File: config.mk
export PLATFORM = sky130hd
export DESIGN_NAME = colscan_seq
export DESIGN_NICKNAME = d
export VERILOG_FILES = /design/src/rtl/colscan_pkg.sv /design/src/rtl/colscan_ctrl.sv /design/src/rtl/colscan_dpath.sv /design/src/rtl/colscan_seq.sv
export SDC_FILE = /design/constraint.sdc
export NUM_CORES = 1
export LEC_CHECK = 0
export ABC_AREA = 1
export BUFFER_PORTS_ARGS = -buffer_cell sky130_fd_sc_hd__buf_4
export CORE_UTILIZATION = 50
export CTS_BUF_LIST = sky130_fd_sc_hd__clkbuf_4 sky130_fd_sc_hd__clkbuf_8
export DETAILED_ROUTE_END_ITERATION = 10
export HOLD_SLACK_MARGIN = 0.15
export PLACE_DENSITY = 0.71
export SLEW_MARGIN = 20
export SYNTH_ARGS = -nofsm -noshare
export SYNTH_HDL_FRONTEND = slang
export SYNTH_SLANG_ARGS = --single-unit
File: constraint.sdc
create_clock -name clk -period 4.1 [get_ports clk]
set_input_delay 0.41 -clock clk [delete_from_list [all_inputs] [get_ports clk]]
set_output_delay 0.41 -clock clk [all_outputs]
set_load 0.02 [all_outputs]
File: src/rtl/colscan_pkg.sv
package colscan_pkg;

  // fixed architecture: two ports, four reads each per system cycle
  localparam int PIX_PER_PORT = 4;
  localparam int SLOTS        = 2 * PIX_PER_PORT;

  typedef enum logic [1:0] {
    ST_IDLE  = 2'd0,
    ST_SCAN  = 2'd1,
    ST_DRAIN = 2'd2
  } scan_state_t;

  // strobes issued with each read pair, delayed alongside the data
  typedef struct packed {
    logic       issue;
    logic [1:0] phase;
    logic       pass;
    logic       last;
  } read_tag_t;

endpackage

File: src/rtl/colscan_ctrl.sv
module colscan_ctrl
  import colscan_pkg::*;
#(
  parameter int WIDTH  = 128,
  parameter int ROWS   = 32,
  parameter int ADDR_W = 12
) (
  input  logic              clk,
  input  logic              rst,
  input  logic              start,
  input  logic              finalLoad,
  output logic              startAcc,
  output read_tag_t         tag,
  output logic              rdEn,
  output logic [ADDR_W-1:0] addrA,
  output logic [ADDR_W-1:0] addrB,
  output logic              busy
);

  localparam int NSETS = (ROWS - SLOTS) / 2 + 1;
  localparam int SET_W = (NSETS > 1) ? $clog2(NSETS) : 1;
  localparam int COL_W = (WIDTH > 1) ? $clog2(WIDTH) : 1;
  localparam int ROW_W = $clog2(ROWS);

  scan_state_t      stateQ;
  logic [1:0]       phaseQ;
  logic [COL_W-1:0] colQ;
  logic             passQ;
  logic [SET_W-1:0] setQ;

  logic             lastPhase, lastCol, lastSet;
  logic [ROW_W-1:0] rowA, rowB;

  assign lastPhase = (phaseQ == 2'd3);
  assign lastCol   = (colQ == COL_W'(WIDTH - 1));
  assign lastSet   = (setQ == SET_W'(NSETS - 1));

  assign startAcc  = start && (stateQ == ST_IDLE);
  assign rdEn      = (stateQ == ST_SCAN);
  assign busy      = (stateQ != ST_IDLE);

  // even offsets on port A, the odd row just below on port B
  assign rowA = ROW_W'({setQ, 1'b0}) + ROW_W'({phaseQ, 1'b0});
  assign rowB = rowA + ROW_W'(1);

  always_comb begin
    addrA = '0;
    addrB = '0;
    if (rdEn) begin
      addrA = ADDR_W'(rowA) * ADDR_W'(WIDTH) + ADDR_W'(colQ);
      addrB = ADDR_W'(rowB) * ADDR_W'(WIDTH) + ADDR_W'(colQ);
    end
  end

  always_comb begin
    tag.issue = rdEn;
    tag.phase = phaseQ;
    tag.pass  = passQ;
    tag.last  = rdEn && lastPhase && lastCol && passQ && lastSet;
  end

  always_ff @(posedge clk) begin
    if (rst) begin
      stateQ <= ST_IDLE;
      phaseQ <= '0;
      colQ   <= '0;
      passQ  <= 1'b0;
      setQ   <= '0;
    end else begin
      unique case (stateQ)
        ST_IDLE: begin
          if (start) begin
            stateQ <= ST_SCAN;
            phaseQ <= '0;
            colQ   <= '0;
            passQ  <= 1'b0;
            setQ   <= '0;
          end
        end
        ST_SCAN: begin
          phaseQ <= phaseQ + 2'd1;
          if (lastPhase) begin
            if (lastCol) begin
              colQ <= '0;
              if (passQ) begin
                passQ <= 1'b0;
                if (lastSet) stateQ <= ST_DRAIN;
                else         setQ   <= setQ + SET_W'(1);
              end else begin
                passQ <= 1'b1;
              end
            end else begin
              colQ <= colQ + COL_W'(1);
            end
          end
        end
        ST_DRAIN: begin
          if (finalLoad) stateQ <= ST_IDLE;
        end
        default: stateQ <= ST_IDLE;
      endcase
    end
  end

endmodule

File: src/rtl/colscan_dpath.sv
module colscan_dpath
  import colscan_pkg::*;
#(
  parameter int PIX_W    = 8,
  parameter int READ_LAT = 2
) (
  input  logic                   clk,
  input  logic                   rst,
  input  read_tag_t              tag,
  input  logic                   startAcc,
  input  logic [PIX_W-1:0]       dataA,
  input  logic [PIX_W-1:0]       dataB,
  output logic [SLOTS*PIX_W-1:0] winPix,
  output logic [SLOTS-1:0]       winValid,
  output logic                   outStb,
  output logic                   done,
  output logic                   finalLoad
);

  localparam int WORD_W = SLOTS * PIX_W;
  localparam logic [SLOTS-1:0] MASK_P0 = 8'h7F;
  localparam logic [SLOTS-1:0] MASK_P1 = 8'hEF;

  read_tag_t tagPipe [READ_LAT];
  read_tag_t dTag;

  logic [WORD_W-1:0] stageQ, stageD;
  logic [2:0]        slotA, slotB;
  logic              loadNow;

  // tag delay line matches the memory read latency
  generate
    for (genvar i = 0; i < READ_LAT; i++) begin : g_tag
      if (i == 0) begin : g_head
        always_ff @(posedge clk) begin
          if (rst) tagPipe[0] <= '0;
          else     tagPipe[0] <= tag;
        end
      end else begin : g_body
        always_ff @(posedge clk) begin
          if (rst) tagPipe[i] <= '0;
          else     tagPipe[i] <= tagPipe[i-1];
        end
      end
    end
  endgenerate

  assign dTag      = tagPipe[READ_LAT-1];
  assign slotA     = {dTag.pass, dTag.phase};
  assign slotB     = {~dTag.pass, dTag.phase};
  assign loadNow   = dTag.issue && (dTag.phase == 2'd3);
  assign finalLoad = loadNow && dTag.last;

  always_comb begin
    stageD = stageQ;
    if (dTag.issue) begin
      stageD[int'(slotA)*PIX_W +: PIX_W] = dataA;
      stageD[int'(slotB)*PIX_W +: PIX_W] = dataB;
    end
  end

  always_ff @(posedge clk) begin
    if (rst) begin
      stageQ   <= '0;
      winPix   <= '0;
      winValid <= '0;
      outStb   <= 1'b0;
      done     <= 1'b0;
    end else begin
      stageQ <= stageD;
      outStb <= loadNow;
      if (loadNow) begin
        winPix   <= stageD;
        winValid <= dTag.pass ? MASK_P1 : MASK_P0;
      end
      if (startAcc)       done <= 1'b0;
      else if (finalLoad) done <= 1'b1;
    end
  end

endmodule

File: src/rtl/colscan_seq.sv
module colscan_seq
  import colscan_pkg::*;
#(
  parameter int WIDTH    = 128,
  parameter int ROWS     = 32,
  parameter int PIX_W    = 8,
  parameter int READ_LAT = 2,
  parameter int ADDR_W   = $clog2(ROWS * WIDTH)
) (
  input  logic                   clk,
  input  logic                   rst,
  input  logic                   start,
  input  logic [PIX_W-1:0]       dataA,
  input  logic [PIX_W-1:0]       dataB,
  output logic                   rdEn,
  output logic [ADDR_W-1:0]      addrA,
  output logic [ADDR_W-1:0]      addrB,
  output logic [SLOTS*PIX_W-1:0] winPix,
  output logic [SLOTS-1:0]       winValid,
  output logic                   outStb,
  output logic                   busy,
  output logic                   done
);

  read_tag_t tag;
  logic      startAcc;
  logic      finalLoad;

  colscan_ctrl #(
    .WIDTH (WIDTH),
    .ROWS  (ROWS),
    .ADDR_W(ADDR_W)
  ) u_ctrl (
    .clk      (clk),
    .rst      (rst),
    .start    (start),
    .finalLoad(finalLoad),
    .startAcc (startAcc),
    .tag      (tag),
    .rdEn     (rdEn),
    .addrA    (addrA),
    .addrB    (addrB),
    .busy     (busy)
  );

  colscan_dpath #(
    .PIX_W   (PIX_W),
    .READ_LAT(READ_LAT)
  ) u_dpath (
    .clk      (clk),
    .rst      (rst),
    .tag      (tag),
    .startAcc (startAcc),
    .dataA    (dataA),
    .dataB    (dataB),
    .winPix   (winPix),
    .winValid (winValid),
    .outStb   (outStb),
    .done     (done),
    .finalLoad(finalLoad)
  );

endmodule

Word-level counts from Yosys, hierarchy flattened --
Memories as Yosys holds them, arrays and structs flattened. Index checks and enable logic that the tools add are counted.
Storage, ports and cells: bits in registers 154, memory bits (writable) 10, input port bits 19, output and inout bits 100, word-level logic and storage cells 91, memories 1
Operators by class: add/sub/neg operators 9, equal/unequal tests 13, shifts and indexed selects 4, mux-type cells 35, bitwise logic cells 3, reduce and logical (&&, ||, !) cells 16
Memories:
- u_dpath.tagPipe | words 2, width 5, rd ports 2, clocked after Yosys merged registers in 0, wr ports 2, RTL line colscan_dpath.sv:24 | read_tag_t tagPipe [READ_LAT];
Operator list (number):
- 64-bit bitwise mux | 2
- 8-bit by 33-bit variable shift with 64-bit output, first input constant | 2
- 8-bit by 33-bit variable part select with 64-bit output | 2
- 6-bit negation with 33-bit output | 2
- 64-bit two-way mux | 1
- 12-bit by 7-bit adder with 12-bit output | 2
- 12-bit two-way mux | 2
- 7-bit two-way mux | 3
- 4-bit two-way mux | 5
- 2-bit two-way mux | 7
- 2-bit != test, second input constant | 7
- 7-bit one-hot mux with 2 select lines | 1
- 6-bit AND reduction | 2
- 5-bit two-way mux | 2
- 8-bit two-way mux | 1
- 4-bit one-hot mux with 2 select lines | 1
- 7-bit by 1-bit adder with 7-bit output, second input constant | 1
- 7-bit equality test, second input constant | 1
- 1-bit logical AND | 7
- 1-bit two-way mux | 7
- 2-bit equality test, second input constant | 3
- 2-bit one-hot mux with 3 select lines | 1
- 5-bit by 1-bit adder with 5-bit output, second input constant | 1
- 5-bit by 3-bit adder with 5-bit output | 1
- 14 further kinds | 16

Logic depth before layout (Yosys ltp) --
depth after elaboration 6, gate-level depth with buffers 13, depth with buffers taken out 12

By module --
A second synthesis with hierarchy kept.
Second synthesis, totals: cells, all modules 1153, area total of the unflattened synthesis 7987.7 µm²
Modules (own cells, without submodules):
- colscan_dpath | times used 1, cells an instance 974, area each 6760.2 µm²
- colscan_ctrl | times used 1, cells an instance 179, area each 1227.4 µm²

Worst setup path before layout --
No wires, ideal clock.
path kind reg2reg, start point memory u_dpath.tagPipe[1][2] (netlist name), end point register u_dpath.stageQ[34], library setup time 132 ps, arrival time 2011 ps, slack 1957 ps, stages on the path, launching flop included 12, path buffers 2, cells stage by stage dfxtp_1 -> inv_2 -> buf_12 -> ha_1 -> ha_1 -> buf_2 -> a21oi_2 -> nand3_1 -> nand2_1 -> nand2_1 -> nand3_1 -> a21oi_1
RTL lines:
- start: declaration | RTL line colscan_dpath.sv:24
- end signal: assignment | RTL line colscan_dpath.sv:70 | stageQ <= stageD;
- end: declaration | RTL line colscan_dpath.sv:27 | logic [WORD_W-1:0] stageQ, stageD;

==> impl_results.md <==
- Status: completed
- R2R Setup Slk: 0.88 ns
- Mapped Cells: 1,186
- Leak: 4.07 nW
- Number of synthesized flops with an enable pin: 0
- Distinct cells, synth: 41
- Syn nets: 1,218
- CTS sink cnt: 159
- Crit Path Category: register to register
- End of the critical path: u_dpath.winPix[51]
- Resized Gates After CTS: 0
- Yosys reg bits: 159
- Diode count: 0
- Critical path arrival: 3.59 ns
- F_max: 310 MHz
- Via count: 7,878
- Worst slew margin: 0.442
- Final WL: 22,400 um
- Crit path from: u_dpath.tagPipe[1][2]
- Global route overflow: 0
- Critical path peak fanout: 20
- CTS root buf: clkbuf_8
- Initial antenna violation count: 0
- RSZ-0062 raised after global routing: no
- Vias in the first global route: 6,894
- Met2 wire length: 9800 um
- Vias per std cell: 5.35
- Final hold viol count: 0
- Per-cell routed wire length: 15.2 um
- First-pass GRT wire length: 35,300 um
- Routability Congestion: 0.964
- Cell area after synthesis: 0.00803 mm^2
- Worst r2r src: u_dpath.tagPipe[1][2]
- Power per cell area: 356 mW/mm^2
- HPWL after DPL: 15,500 um
- Critical Path RT: 4.47 ns
- TritonCTS clock tree: built
- Setup_tns: 0 ns
- CTS Buf Count: 17
- DRT antenna net count: 0
- Critical-path top delay cell: ha_1
- Sequential fraction of the synthesis area: 0.397
- Layout Cells excl Fill: 1,472
- GRT Util Overall: 0.276
- Maxcap violations: 0
- Fraction of layout instances using a drive strength above 1: 0.156
- Pin count of the biggest net entering global routing: 82
- Worst Tran Pin Value: 0.836 ns
- Tcrit/Tclk final: 0.786
- Share of flip-flops with an asynchronous set or reset: 0
- Die Span X: 129 um
- Clk_skew: 0.0109 ns
- Final setup fails: 0
- Worst vdd ir: 0.249 mV
- Final Slew Violations: 0
- RR Endpoint: u_dpath.winPix[51]
- Layout Nets: 1,283
- Die area: 0.0166 mm^2
- Post CTS Setup Buffer Count: 0
- I/O pins: 119
- Worst Setup Start Kind: register
- Crit end category: register
- DR iter-0 viols: 813
- Synth-to-layout area growth: 15.0%
- YS warnings: 0
- H-tree levels: 4
- Buffers on Ports: 117
- CTS max path bufs: 2
- Starting Density: 0.520
- Clk_lat worst skew: 0.48 ns
- CP max stage delay: 0.74 ns
- DRC errors left: 0
- Highest metal used: met4
- Post-CTS Hold Buffers: 0
- Fillers: 1,529
- Critical-path cell list: inv_2 -> ha_1 -> inv_1 -> nor2_2 -> nand4_1 -> inv_1 -> a21oi_1 -> nand2_1 -> a21oi_1
- Top FF cell, synth: dfxtp_1
- Cell Rows: 45
- Die Ht: 129 um
- Post-route minimum period: 3.22 ns
- Clk slew on worst S/H paths: 0.08 ns
- Avg Inst Size Synth: 6.77 um^2
- Met3 wire length: 1630 um
- Hold Crit Class: input pin to register
- WL met1: 10,600 um
- R2R depth: 9
- Post-placement cell count: 1,443
- Pre-Repair DR Iteration Count: 5
- Core area: 0.0154 mm^2
[layer usage]
layer	track usage	vias up
li1	-	3968
met1	0.387	3560
met2	0.419	312
met3	0.0536	38
met4	0.102	0
met5	0	-
[power by group]
| group | internal [mW] | switching [mW] |
|---|---|---|
| combinational | 0.138 | 0.348 |
| clock | 0.614 | 0.582 |
| sequential | 1.57 | 0.0248 |
| total | 2.33 | 0.955 |
[per-stage QoR]
stage	hold WS (ns)	util	setup WS, ns	instance area (um^2)	power, mW
detailed placement	0.393	0.573	0.996	8830	2.11
CTS	0.286	0.598	0.986	9230	3.29
finish	0.293	0.598	0.876	9230	3.28
global route	0.328	0.598	0.657	9230	3.42
global placement	0.388	0.573	1.14	8830	2.10
floorplan	0.388	-	1.96	8030	2.00
[cell families (layout without fill, tap and decap cells)]
family | after synthesis | after routing | synth area share
xor+xnor | 5 | 5 | 0.00546
simple gates | 581 | 581 | 0.320
flops | 159 | 159 | 0.397
compound gates | 239 | 239 | 0.154
buf+inv | 188 | 263 | 0.103
other cells | 1 | 1 | 0.000467
fa+ha+maj | 13 | 13 | 0.0212
[cells in the mapped netlist (2+ instances only)]
| library cell | instances | share of area |
|---|---|---|
| dfxtp_1 | 159 | 0.40 |
| nor3_2 | 2 | 0.0025 |
| nand2_2 | 3 | 0.0023 |
| xnor2_1 | 3 | 0.0033 |
| nand4_4 | 2 | 0.0053 |
| inv_1 | 95 | 0.044 |
| nand2_1 | 293 | 0.14 |
| o21ai_1 | 15 | 0.0094 |
| buf_4 | 19 | 0.018 |
| buf_2 | 18 | 0.011 |
| xor2_1 | 2 | 0.0022 |
| a31oi_1 | 7 | 0.0055 |
| nand3_4 | 2 | 0.0044 |
| nor2_1 | 127 | 0.059 |
| nor3_1 | 3 | 0.0019 |
| nor2_4 | 7 | 0.0098 |
| a21oi_1 | 138 | 0.086 |
| a22oi_1 | 2 | 0.0019 |
| o211ai_2 | 2 | 0.0031 |
| buf_1 | 5 | 0.0023 |
| clkbuf_1 | 36 | 0.017 |
| nor2_2 | 5 | 0.0039 |
| clkinv_1 | 2 | 0.00094 |
| o21ai_0 | 71 | 0.044 |
| nor4_1 | 2 | 0.0016 |
| nand3_1 | 113 | 0.070 |
| inv_2 | 11 | 0.0051 |
| ha_1 | 12 | 0.019 |
| nand4_1 | 17 | 0.013 |
| nand4_2 | 2 | 0.0031 |
[cell usage in the layout (no fill, tap or decap), drive strengths merged]
cell,n
nand2,297
dfxtp,159
nor2,140
a21oi,139
buf,126
nand3,115
inv,105
o21ai,86
nand4,21
clkbuf,20
ha,12
clkinv,8
a31oi,7
nor3,5
xnor2,3
bufinv,3
a22oi,2
xor2,2
o211ai,2
nor4,2
o22ai,1
a2bb2oi,1
or2,1
a32o,1
fa,1
conb,1
clkinvlp,1
[critical path, delay by kind of cell (launching register included)]
family / cells / cell delay (ns)
buffers and inverters: 3 / 0.90
DFF: 1 / 0.35
adders and majority gates: 1 / 0.74
and+or+nand+nor: 3 / 0.94
AOI/OAI and AO/OA: 2 / 0.17
[state kept, by name, indices dropped and copies added (netlist names)]
name              cells
u_ctrl.stateQ         2
u_dpath.winPix       64
u_ctrl.setQ           4
u_dpath.tagPipe      10
u_dpath.outStb        1
u_dpath.stageQ       64
u_ctrl.passQ          1
u_ctrl.phaseQ         2
u_dpath.winValid      3
u_dpath.done          1
u_ctrl.colQ           7
[worst min path at each step]
stage,from,to,slack [ns],cells past startpoint
2_1_floorplan,u_dpath.tagPipe[0][0],u_dpath.tagPipe[1][0],0.39,2
3_3_place_gp,u_dpath.tagPipe[0][4],u_dpath.tagPipe[1][4],0.39,2
3_5_place_dp,u_dpath.tagPipe[0][4],u_dpath.tagPipe[1][4],0.39,2
4_1_cts,start,u_ctrl.phaseQ[0],0.29,4
5_1_grt,start,u_ctrl.phaseQ[0],0.33,4
6_report,start,u_ctrl.phaseQ[0],0.29,4
[cell type report]
type | count | area [um^2] | area share
sequential | 159 | 3180 | 0.345
tap | 211 | 264 | 0.0286
clock inverter | 9 | 138 | 0.0149
multi-input combinational | 839 | 4020 | 0.436
clock buffer | 20 | 256 | 0.0278
timing repair buffer | 126 | 958 | 0.104
inverter | 108 | 408 | 0.0442
Note: power is estimated with default switching activity, not from simulation.
